$ cat src/rtl/dbg_seq_pkg.sv
package dbg_seq_pkg;
    localparam int unsigned ARMED_N = 3;
    localparam int unsigned CODE_W  = 4;
    localparam int unsigned MATCH_N = 3;
    localparam int unsigned SEL_W   = $clog2(ARMED_N + 1);

    typedef enum logic [1:0] {
        SQ_ONE   = 2'd0,
        SQ_TWO   = 2'd1,
        SQ_THREE = 2'd2,
        SQ_DONE  = 2'd3
    } sq_state_e;

    typedef struct packed {
        logic      go;
        sq_state_e dst;
    } sq_move_t;

    typedef struct packed {
        sq_state_e st;
        logic      fire;
    } sq_regs_t;
endpackage

$ cat src/rtl/dbg_seq_cfg.sv
module dbg_seq_cfg
    import dbg_seq_pkg::*;
#(
    parameter int unsigned N = ARMED_N,
    parameter int unsigned W = CODE_W,
    parameter int unsigned S = SEL_W
) (
    input  logic              clk_i,
    input  logic              rst_ni,
    input  logic              lock_i,
    input  logic              wr_en_i,
    input  logic [S-1:0]      wr_sel_i,
    input  logic [W-1:0]      wr_data_i,
    output logic [N-1:0][W-1:0] code_o
);
    logic [N-1:0][W-1:0] code_d, code_q;

    for (genvar g = 0; g < N; g++) begin : g_code
        always_comb begin
            code_d[g] = code_q[g];
            if (wr_en_i && !lock_i && (wr_sel_i == S'(g))) begin
                code_d[g] = wr_data_i;
            end
        end

        always_ff @(posedge clk_i or negedge rst_ni) begin
            if (!rst_ni) begin
                code_q[g] <= '0;
            end else begin
                code_q[g] <= code_d[g];
            end
        end
    end

    assign code_o = code_q;
endmodule

$ cat src/rtl/dbg_seq_decode.sv
module dbg_seq_decode
    import dbg_seq_pkg::*;
#(
    parameter int unsigned W = CODE_W,
    parameter int unsigned M = MATCH_N
) (
    input  sq_state_e           cur_i,
    input  logic [W-1:0]        code_i,
    output sq_move_t [M-1:0]    mv_o
);
    localparam sq_move_t TO_ONE   = '{go: 1'b1, dst: SQ_ONE};
    localparam sq_move_t TO_TWO   = '{go: 1'b1, dst: SQ_TWO};
    localparam sq_move_t TO_THREE = '{go: 1'b1, dst: SQ_THREE};
    localparam sq_move_t TO_DONE  = '{go: 1'b1, dst: SQ_DONE};

    // Index 0 = M0, 1 = M1, 2 = M2. Unlisted codes leave every entry idle.
    always_comb begin
        mv_o = '0;
        case (cur_i)
            SQ_ONE: begin
                case (code_i)
                    4'b0001: mv_o[0] = TO_TWO;
                    4'b0011: mv_o[1] = TO_TWO;
                    4'b0010: mv_o[2] = TO_TWO;
                    4'b0111: begin
                        mv_o[0] = TO_TWO;
                        mv_o[1] = TO_TWO;
                    end
                    default: ;
                endcase
            end
            SQ_TWO: begin
                case (code_i)
                    4'b0100: begin
                        mv_o[1] = TO_ONE;
                        mv_o[2] = TO_THREE;
                    end
                    4'b0011: begin
                        mv_o[0] = TO_DONE;
                        mv_o[1] = TO_ONE;
                    end
                    4'b1111: begin
                        // bit 3: two-target mode, M0/M1 share one target
                        mv_o[0] = TO_DONE;
                        mv_o[1] = TO_DONE;
                        mv_o[2] = TO_ONE;
                    end
                    default: ;
                endcase
            end
            SQ_THREE: begin
                case (code_i)
                    4'b0010: begin
                        mv_o[0] = TO_DONE;
                        mv_o[1] = TO_ONE;
                    end
                    default: ;
                endcase
            end
            default: ;
        endcase
    end
endmodule

$ cat src/rtl/dbg_seq_pick.sv
module dbg_seq_pick
    import dbg_seq_pkg::*;
#(
    parameter int unsigned M = MATCH_N
) (
    input  logic [M-1:0]     hit_i,
    input  sq_move_t [M-1:0] mv_i,
    output logic             take_o,
    output sq_state_e        dst_o
);
    // Scan from lowest priority upward so the lowest index wins.
    always_comb begin
        take_o = 1'b0;
        dst_o  = SQ_ONE;
        for (int i = M - 1; i >= 0; i--) begin
            if (hit_i[i] && mv_i[i].go) begin
                take_o = 1'b1;
                dst_o  = mv_i[i].dst;
            end
        end
    end
endmodule

$ cat src/rtl/dbg_seq_trigger.sv
module dbg_seq_trigger
    import dbg_seq_pkg::*;
(
    input  logic               clk_i,
    input  logic               rst_ni,
    input  logic               arm_i,
    input  logic [MATCH_N-1:0] match_i,
    input  logic               wr_en_i,
    input  logic [SEL_W-1:0]   wr_sel_i,
    input  logic [CODE_W-1:0]  wr_data_i,
    output logic [1:0]         state_o,
    output logic               trig_o
);
    logic [ARMED_N-1:0][CODE_W-1:0] codes;
    logic [CODE_W-1:0]              cur_code;
    sq_move_t [MATCH_N-1:0]         moves;
    logic                           take;
    sq_state_e                      dst;
    sq_regs_t                       r_d, r_q;

    dbg_seq_cfg #(.N(ARMED_N), .W(CODE_W), .S(SEL_W)) u_cfg (
        .clk_i     (clk_i),
        .rst_ni    (rst_ni),
        .lock_i    (arm_i),
        .wr_en_i   (wr_en_i),
        .wr_sel_i  (wr_sel_i),
        .wr_data_i (wr_data_i),
        .code_o    (codes)
    );

    always_comb begin
        cur_code = '0;
        if (r_q.st != SQ_DONE) begin
            cur_code = codes[r_q.st];
        end
    end

    dbg_seq_decode #(.W(CODE_W), .M(MATCH_N)) u_dec (
        .cur_i  (r_q.st),
        .code_i (cur_code),
        .mv_o   (moves)
    );

    dbg_seq_pick #(.M(MATCH_N)) u_pick (
        .hit_i  (match_i),
        .mv_i   (moves),
        .take_o (take),
        .dst_o  (dst)
    );

    always_comb begin
        r_d      = r_q;
        r_d.fire = 1'b0;
        if (!arm_i) begin
            r_d.st = SQ_ONE;
        end else if (r_q.st != SQ_DONE && take) begin
            r_d.st   = dst;
            r_d.fire = (dst == SQ_DONE);
        end
    end

    always_ff @(posedge clk_i or negedge rst_ni) begin
        if (!rst_ni) begin
            r_q <= '{st: SQ_ONE, fire: 1'b0};
        end else begin
            r_q <= r_d;
        end
    end

    assign state_o = r_q.st;
    assign trig_o  = r_q.fire;
endmodule

$ cat config.mk
export PLATFORM = sky130hd
export DESIGN_NAME = dbg_seq_trigger
export DESIGN_NICKNAME = d
export VERILOG_FILES = /design/src/rtl/dbg_seq_pkg.sv /design/src/rtl/dbg_seq_cfg.sv /design/src/rtl/dbg_seq_decode.sv /design/src/rtl/dbg_seq_pick.sv /design/src/rtl/dbg_seq_trigger.sv
export SDC_FILE = /design/constraint.sdc
export NUM_CORES = 1
export LEC_CHECK = 0
export BUFFER_PORTS_ARGS = -buffer_cell sky130_fd_sc_hd__buf_2
export CAP_MARGIN = 25
export CELL_PAD_IN_SITES_DETAIL_PLACEMENT = 1
export CELL_PAD_IN_SITES_GLOBAL_PLACEMENT = 2
export CORE_ASPECT_RATIO = 1.4
export CORE_MARGIN = 2
export CORE_UTILIZATION = 36
export CTS_BUF_LIST = sky130_fd_sc_hd__clkbuf_8
export DETAILED_ROUTE_END_ITERATION = 7
export PLACE_DENSITY_LB_ADDON = 0.1
export SLEW_MARGIN = 25
export SYNTH_ARGS = -nofsm -noshare
export SYNTH_HDL_FRONTEND = slang
export SYNTH_SLANG_ARGS = --single-unit
$ cat constraint.sdc
create_clock -name clk_i -period 2.7 [get_ports clk_i]
set_input_delay 0.405 -clock clk_i [delete_from_list [all_inputs] [get_ports clk_i]]
set_output_delay 0.405 -clock clk_i [all_outputs]
set_load 0.05 [all_outputs]
# After elaboration in Yosys (flattened, before gate mapping)
# Cells that the tools add are included.
# op_classes
eq_ne	13
n_reduce_logical	15
n_mux	21
magnitude_cmp	1
# ops
operator	count
one-hot mux 3 bit (2 select lines)	3
one-hot mux 6 bit (3 select lines)	1
two-way mux 3 bit	5
binary-select mux 4 bit (select 2 bit)	1
equality test 4 x 2 -> 1 bit (second input constant)	2
equality test 4 x 3 -> 1 bit (second input constant)	2
logical AND 1 bit	8
two-way mux 2 bit	4
two-way mux 4 bit	2
OR reduction 2 bit	4
equality test 2 bit (second input constant)	3
two-way mux 6 bit	1
equality test 2 x 1 -> 1 bit (second input constant)	2
equality test 4 x 1 -> 1 bit (second input constant)	1
equality test 4 bit (second input constant)	1
zero test 2 bit	2
two-way mux 1 bit	4
less-than comparator 2 x 3 -> 1 bit (second input constant)	1
!= test 2 x 1 -> 1 bit (second input constant)	1
!= test 2 bit (second input constant)	1
zero test 1 bit	1
# word_totals
register_bits	15
out_inout_bits	3
inputBits	13
word_cells	55

# Longest topological paths before layout
# Gate-level depths: netlist of run 1.
# depth
depth_word	13
ltp_mapped	7
ltp_nobuf	6

# Modules after synthesis
# Synthesis of run 1 repeated with hierarchy kept, for this count alone.
# unflattened
cells_unflattened	102
hier_area_um2	993.5
# modules_own_cells
module	instances	seq_area_each_um2	area_each_um2	cells_per_inst
dbg_seq_cfg	1	300.3	491.7	27
dbg_seq_trigger	1	75.1	222.7	26
dbg_seq_decode	1	0.0	217.7	37
dbg_seq_pick	1	0.0	61.3	12

# Worst setup path before layout of run 1
# No wires, ideal clock.
# synth_path
path_kind	register to register
from	reg r_q, in the netlist state_o[1]
to	reg r_q, in the netlist trig_o
path_buffers	1
arrival_ns	2.178
slack_ns	0.444
t_required_ns	2.622
synth_period_minus_slack_ns	2.256
stages_incl_launch_ff	8
setup_time_ns	0.078
cell_sequence	dfrtp_1 > buf_2 > mux2i_1 > a2bb2oi_1 > a21boi_0 > o211ai_4 > or3_1 > a21boi_1
# synth_lines
element	line_no	source
from (decl)	dbg_seq_trigger.sv:19	sq_regs_t r_d, r_q;
from (signal assigned)	dbg_seq_trigger.sv:64	r_q <= '{st: SQ_ONE, fire: 1'b0};
from (signal assigned)	dbg_seq_trigger.sv:66	r_q <= r_d;

==> results of run 1 <==
flip-flops by register name, summed over array words and instances (netlist names):
register / count
u_cfg.code_o: 12
state_o: 2
trig_o: 1
routing by layer:
layer  vias to the layer above  track usage [%]  part of all wire, %
met5                         -                0                    0
met4                         0             5.36                 0.90
met3                         2             3.44                  2.4
met2                        10             31.3                   56
met1                       383             25.6                   41
li1                        347                -                    -
worst min-delay path by stage:
stage,end,from,cells past startpoint
global placement,u_cfg.code_o[3],rst_ni,1
detailed placement,u_cfg.code_o[3],rst_ni,1
floorplan,state_o[0],rst_ni,0
global route,u_cfg.code_o[7],rst_ni,1
finish,u_cfg.code_o[3],rst_ni,1
CTS,u_cfg.code_o[3],rst_ni,1
layout by cell type, fill, tap and decap left out, drive strengths merged:
| cell | instances |
|---|---|
| nand3 | 5 |
| dfrtp | 15 |
| o21ai | 3 |
| mux2 | 13 |
| nor2 | 6 |
| or3 | 1 |
| a21oi | 4 |
| o211ai | 1 |
| xor2 | 1 |
| or2 | 1 |
| nand4b | 1 |
| nand3b | 1 |
| clkbuf | 3 |
| o2bb2ai | 1 |
| or4bb | 1 |
| or4b | 1 |
| and2 | 1 |
| buf | 19 |
| o31ai | 1 |
| o21ba | 1 |
| nand2 | 3 |
| nor4 | 1 |
| a2bb2oi | 1 |
| o32ai | 1 |
| o22ai | 1 |
| inv | 3 |
| nand2b | 1 |
| a41oi | 1 |
| nor4b | 1 |
| nor4bb | 2 |
| nor2b | 3 |
| mux2i | 2 |
| a21boi | 2 |
stage by stage:
| step | setup slack (ns) | cell area [um^2] | hold slack [ns] | util, % |
|---|---|---|---|---|
| floorplan | 0.444 | 898 | 0.109 | - |
| global placement | 0.521 | 1030 | 0.325 | 43.1 |
| detailed placement | 0.567 | 1030 | 0.330 | 43.1 |
| CTS | 0.530 | 1070 | 0.0625 | 45.0 |
| global route | 0.298 | 1070 | 0.0581 | 45.0 |
| finish | 0.533 | 1070 | 0.0555 | 45.0 |
power by group:
group,internal [uW],switching (uW)
registers,272,63.3
clock network,101,77.6
logic,125,154
area by class of cell:
class | instances | area, um^2
well taps | 34 | 42.5
flip-flops and latches | 15 | 375
clock inverters | 1 | 3.75
inverters | 2 | 7.51
fillers | 273 | 1320
clock buffers | 3 | 41.3
multi-input cells | 62 | 499
repair buffers | 19 | 105
logic make-up after synthesis:
logic type / count (synthesis) / share of synthesized area, %
AND/OR/NAND/NOR: 29 / 20.5
AO/OA/AOI/OAI: 17 / 15.6
multiplexers: 15 / 18.5
flip-flops: 15 / 41.8
buffers and inverters: 4 / 2.65
XOR/XNOR: 1 / 0.975
==> flow_summary.toml, run 1 <==
[status]
outcome = "finished, final reports clean"

[logic_synthesis]
async_reset_ff_share_pct = 100
syn_inst = 81
syn_nets = 94
synth_top_area_share_pct = 41.8
syn_area_um2 = 898
synth_area_leaders = "dfrtp_1 42%, mux2_2 16%, nand3_1 2.8%"
synth_top_area_cell = "dfrtp_1"
yosysWarnings = 0
synthMostInstantiatedCell = "dfrtp_1"
synth_cell_types = 36
synth_flop_cell = "dfrtp_1"
synth_commonest_cells = "15 x dfrtp_1, 13 x mux2_2, 6 x nor2_1, 5 x nand3_1, 4 x a21oi_1"
yosys_register_bits = 15
synth-seq-area-share_pct = 41.8
synth_area_per_cell_um2 = 11.1
synth_edf_count = 0

[power]
power.total_uw = 793
p_per_area_nw_per_um2 = 738
leakagePower_uw = 0.000451
vdd_ir_drop_max_mv = 0.342

[timing]
finalCritPeriodShare_pct = 80.3
setup_viol = 0
clock_skew_ns = 0.00110
period_minus_slack_ns = 2.17
rsz0062_at_grt = "no"
worst_pin_slew_ns = 0.416
hold_violations = 0
fin_tns_setup_ns = 0
drv_slew = 0
clock.fmax_ghz = 0.461
slew_headroom_pct = 72.3

[layout]
diodes = 0
fin_nets = 116
final_cells = 136
area_growth_pct = 19.6
final_layout_size_suffix_gt1_share_pct = 42.2

[cts]
clock-root-buffer = "clkbuf_8"
cts_made_buffers = 3
htree_levels = 1
clk_path_buf_depth = 2
cts-resized-gates = 0
cts.sinks = 15
ctsHoldBuffers = 0
cts_tree = "yes"
path_clk_slew_ns = 0.06
postCtsSetupBuffers = 0
worstSkewPairLatency_ns = 0.24

[floorplanning]
die_x_um = 46.2
start_util_pct = 37.6
dieHeight_um = 63.1
io-pin-count = 16
design.core.area_um2 = 2390
rows = 21
die_area_um2 = 2920

[setup_path]
arrival_ns = 2.30
crit_family = "simple AND/OR/NAND/NOR gates"
startpoint_type = "flop"
end_kind = "flop"
timing.rr.start = "state_o[1]"
setup.worst_path.end = "trig_o"
crit_type = "reg -> reg"
regToRegEndpoint = "trig_o"
reg2regPathDepth = 6
crit_required_ns = 2.83
crit_buf_inv = 0
critical-path-max-stage-delay_ns = 0.59
path_max_fanout = 13
path_depth = 6
cp_slowest_cell = "dfrtp_1"
rrSetupSlack_ns = 0.53
cp_cell_sequence = "or4b_4 > o32ai_1 > nor2_1 > a21oi_1 > or3_1 > a21boi_1"
critPathLaunch = "state_o[1]"

[drt]
vias_per_cell = 5.46
dr_total_vias = 742
firstDrtPassIters = 4
drt.antenna.violating_nets = 0
avgRoutedWirePerCell_um = 17.1
drt_iter0_markers = 19
wirelength_um = 2330
drc = 0

[grt]
grt_max_degree = 16
gr-usage-all-layers_pct = 19.3
grt_overflow = 0
grt_antenna_before_repair = 0
grt_pass1_vias = 812
grt_pass1_wl_um = 4080

[place]
portBuffers = 15
dpl.cell_count = 132
dp_hpwl_um = 1780
place_congestion = 0.778

[hold_path]
hold_path_class = "in -> async"

[flow_run]
cap_violations = 0
No activity file was read; power rests on OpenSTA's default activity.
==> run 2, diff against run 1 <==
==> constraint.sdc (replaced) <==
create_clock -name clk_i -period 2.2 [get_ports clk_i]
set_input_delay 0.33 -clock clk_i [delete_from_list [all_inputs] [get_ports clk_i]]
set_output_delay 0.33 -clock clk_i [all_outputs]
set_load 0.05 [all_outputs]
==> flow_summary.toml, run 2 (same netlist as run 1, synthesis figures left out) <==
[setup_path]
cp_slowest_cell = "or4b_4"
cp_cell_sequence = "or4b_4 > o22ai_2 > and2_4 > o211ai_4 > or3_1 > a21boi_1"
path_max_fanout = 11
rrSetupSlack_ns = 0.18
critical-path-max-stage-delay_ns = 0.56
regToRegEndpoint = "trig_o"
setup.worst_path.end = "trig_o"
startpoint_type = "flop"
crit_type = "reg -> reg"
critPathLaunch = "state_o[0]"
arrival_ns = 2.19
end_kind = "flop"
reg2regPathDepth = 6
crit_required_ns = 2.37
timing.rr.start = "state_o[0]"

[flow_run]
cap_violations = 0

[grt]
grt_max_degree = 16
gr-usage-all-layers_pct = 18.0
grt_overflow = 0
grt_pass1_vias = 825
grt_antenna_before_repair = 0
grt_pass1_wl_um = 3820

[drt]
firstDrtPassIters = 4
drc = 0
dr_total_vias = 739
avgRoutedWirePerCell_um = 15.8
vias_per_cell = 5.36
drt.antenna.violating_nets = 0
drt_iter0_markers = 7
wirelength_um = 2180

[layout]
fin_nets = 118
nFillCells = 270
largest_reg_flops = 12
final_common_cell = "buf_2"
mostFrequentLayoutCells = "15 x buf_2, 13 x mux2_2, 13 x dfrtp_1"
multi_input_area_um2 = 503
diodes = 0
seq_area_um2 = 378
final_layout_size_suffix_gt1_share_pct = 45.2
fin_area_um2 = 1100
area_growth_pct = 22.3

[timing]
period_minus_slack_ns = 2.02
setup_viol = 0
slew_headroom_pct = 76.7
finalCritPeriodShare_pct = 91.9
hold_violations = 0
clock.fmax_ghz = 0.495
holdWs_ns = 0.340
clock_skew_ns = 0.00786
drv_slew = 0
worst_pin_slew_ns = 0.349
fin_tns_setup_ns = 0
setup_ws_ns = 0.178
rsz0062_at_grt = "no"

[floorplanning]
dieHeight_um = 63.1
die_area_um2 = 2920
design.core.area_um2 = 2390
die_x_um = 46.2
rows = 21
io-pin-count = 16
start_util_pct = 37.6

[place]
dpl_worst_slack_ns = 0.182
placed_area_um2 = 1040
dp_hpwl_um = 1770
portBuffers = 15
place_congestion = 0.720

[cts]
cts_made_buffers = 3
path_clk_slew_ns = 0.06
htree_levels = 1
clk_path_buf_depth = 2
worstSkewPairLatency_ns = 0.25
clock-root-buffer = "clkbuf_8"
cts.sinks = 15
cts_tree = "yes"
postCtsSetupBuffers = 0

[power]
p_per_area_nw_per_um2 = 882
comb_power_share_pct = 35.0
power.total_uw = 969
pwr-share-clk_pct = 22.1
cell_internal_pwr_uw = 615
pwr-share-seq_pct = 42.9
vdd_ir_drop_max_mv = 0.492
leakagePower_uw = 0.000458
p_sw_share_pct = 36.5
p_switching_uw = 354

[hold_path]
hold_path_class = "in -> reg"
hold_depth = 2

[status]
outcome = "finished, final reports clean"
-- run 2: final cells by class --
class                      instances  area share, %
clock inverter                     1          0.342
sequential                        15           34.4
multi-input combinational         62           45.8
clock buffer                       3           3.76
timing repair buffer              21           11.2
tap                               34           3.87
inverter                           2          0.683
-- run 2: timing repair --
item / 4_1_cts / 5_1_grt
resized for setup: 0 / 1
hold buffers: 1 / 0
endpoints found under the setup margin: 0 / 2
endpoints found under the hold margin: 15 / 0
-- run 2: per-layer routing --
layer	track usage, %	share of wire [%]	up-vias
met5	0	0	-
met4	8.57	2.5	0
met3	2.58	2.5	4
met2	30.0	56	15
met1	21.5	39	368
li1	-	-	352
-- run 2: worst max-delay path, delay by kind of cell, from the launching register on --
family / cells / cell delay [ns]
and+or+nand+nor: 3 / 1.06
AOI/OAI and AO/OA: 3 / 0.40
DFF: 1 / 0.48
-- run 2: how the worst min path moves through the flow --
stage                      start               end  slack, ns
finish              wr_data_i[3]  u_cfg.code_o[11]       0.34
global route        wr_data_i[3]   u_cfg.code_o[7]       0.36
global placement          rst_ni   u_cfg.code_o[7]       0.25
detailed placement        rst_ni   u_cfg.code_o[7]       0.25
floorplan                 rst_ni        state_o[0]       0.03
CTS                 wr_data_i[3]  u_cfg.code_o[11]       0.34
-- run 2: power groups by stage --
stage / clock network (uW) / logic (uW) / registers (uW)
6_report: 214 / 339 / 416
5_1_grt: 236 / 376 / 428
4_1_cts: 223 / 339 / 416
3_5_place_dp: 0 / 336 / 421
3_3_place_gp: 0 / 330 / 418
2_1_floorplan: 0 / 244 / 415
-- run 2: metrics by stage --
stage | utilization [%] | std cells
after floorplan | - | 81
after detailed placement | 43.5 | 133
after global routing | 45.9 | 138
after global placement | 43.5 | 133
final | 45.9 | 138
after CTS | 45.8 | 138
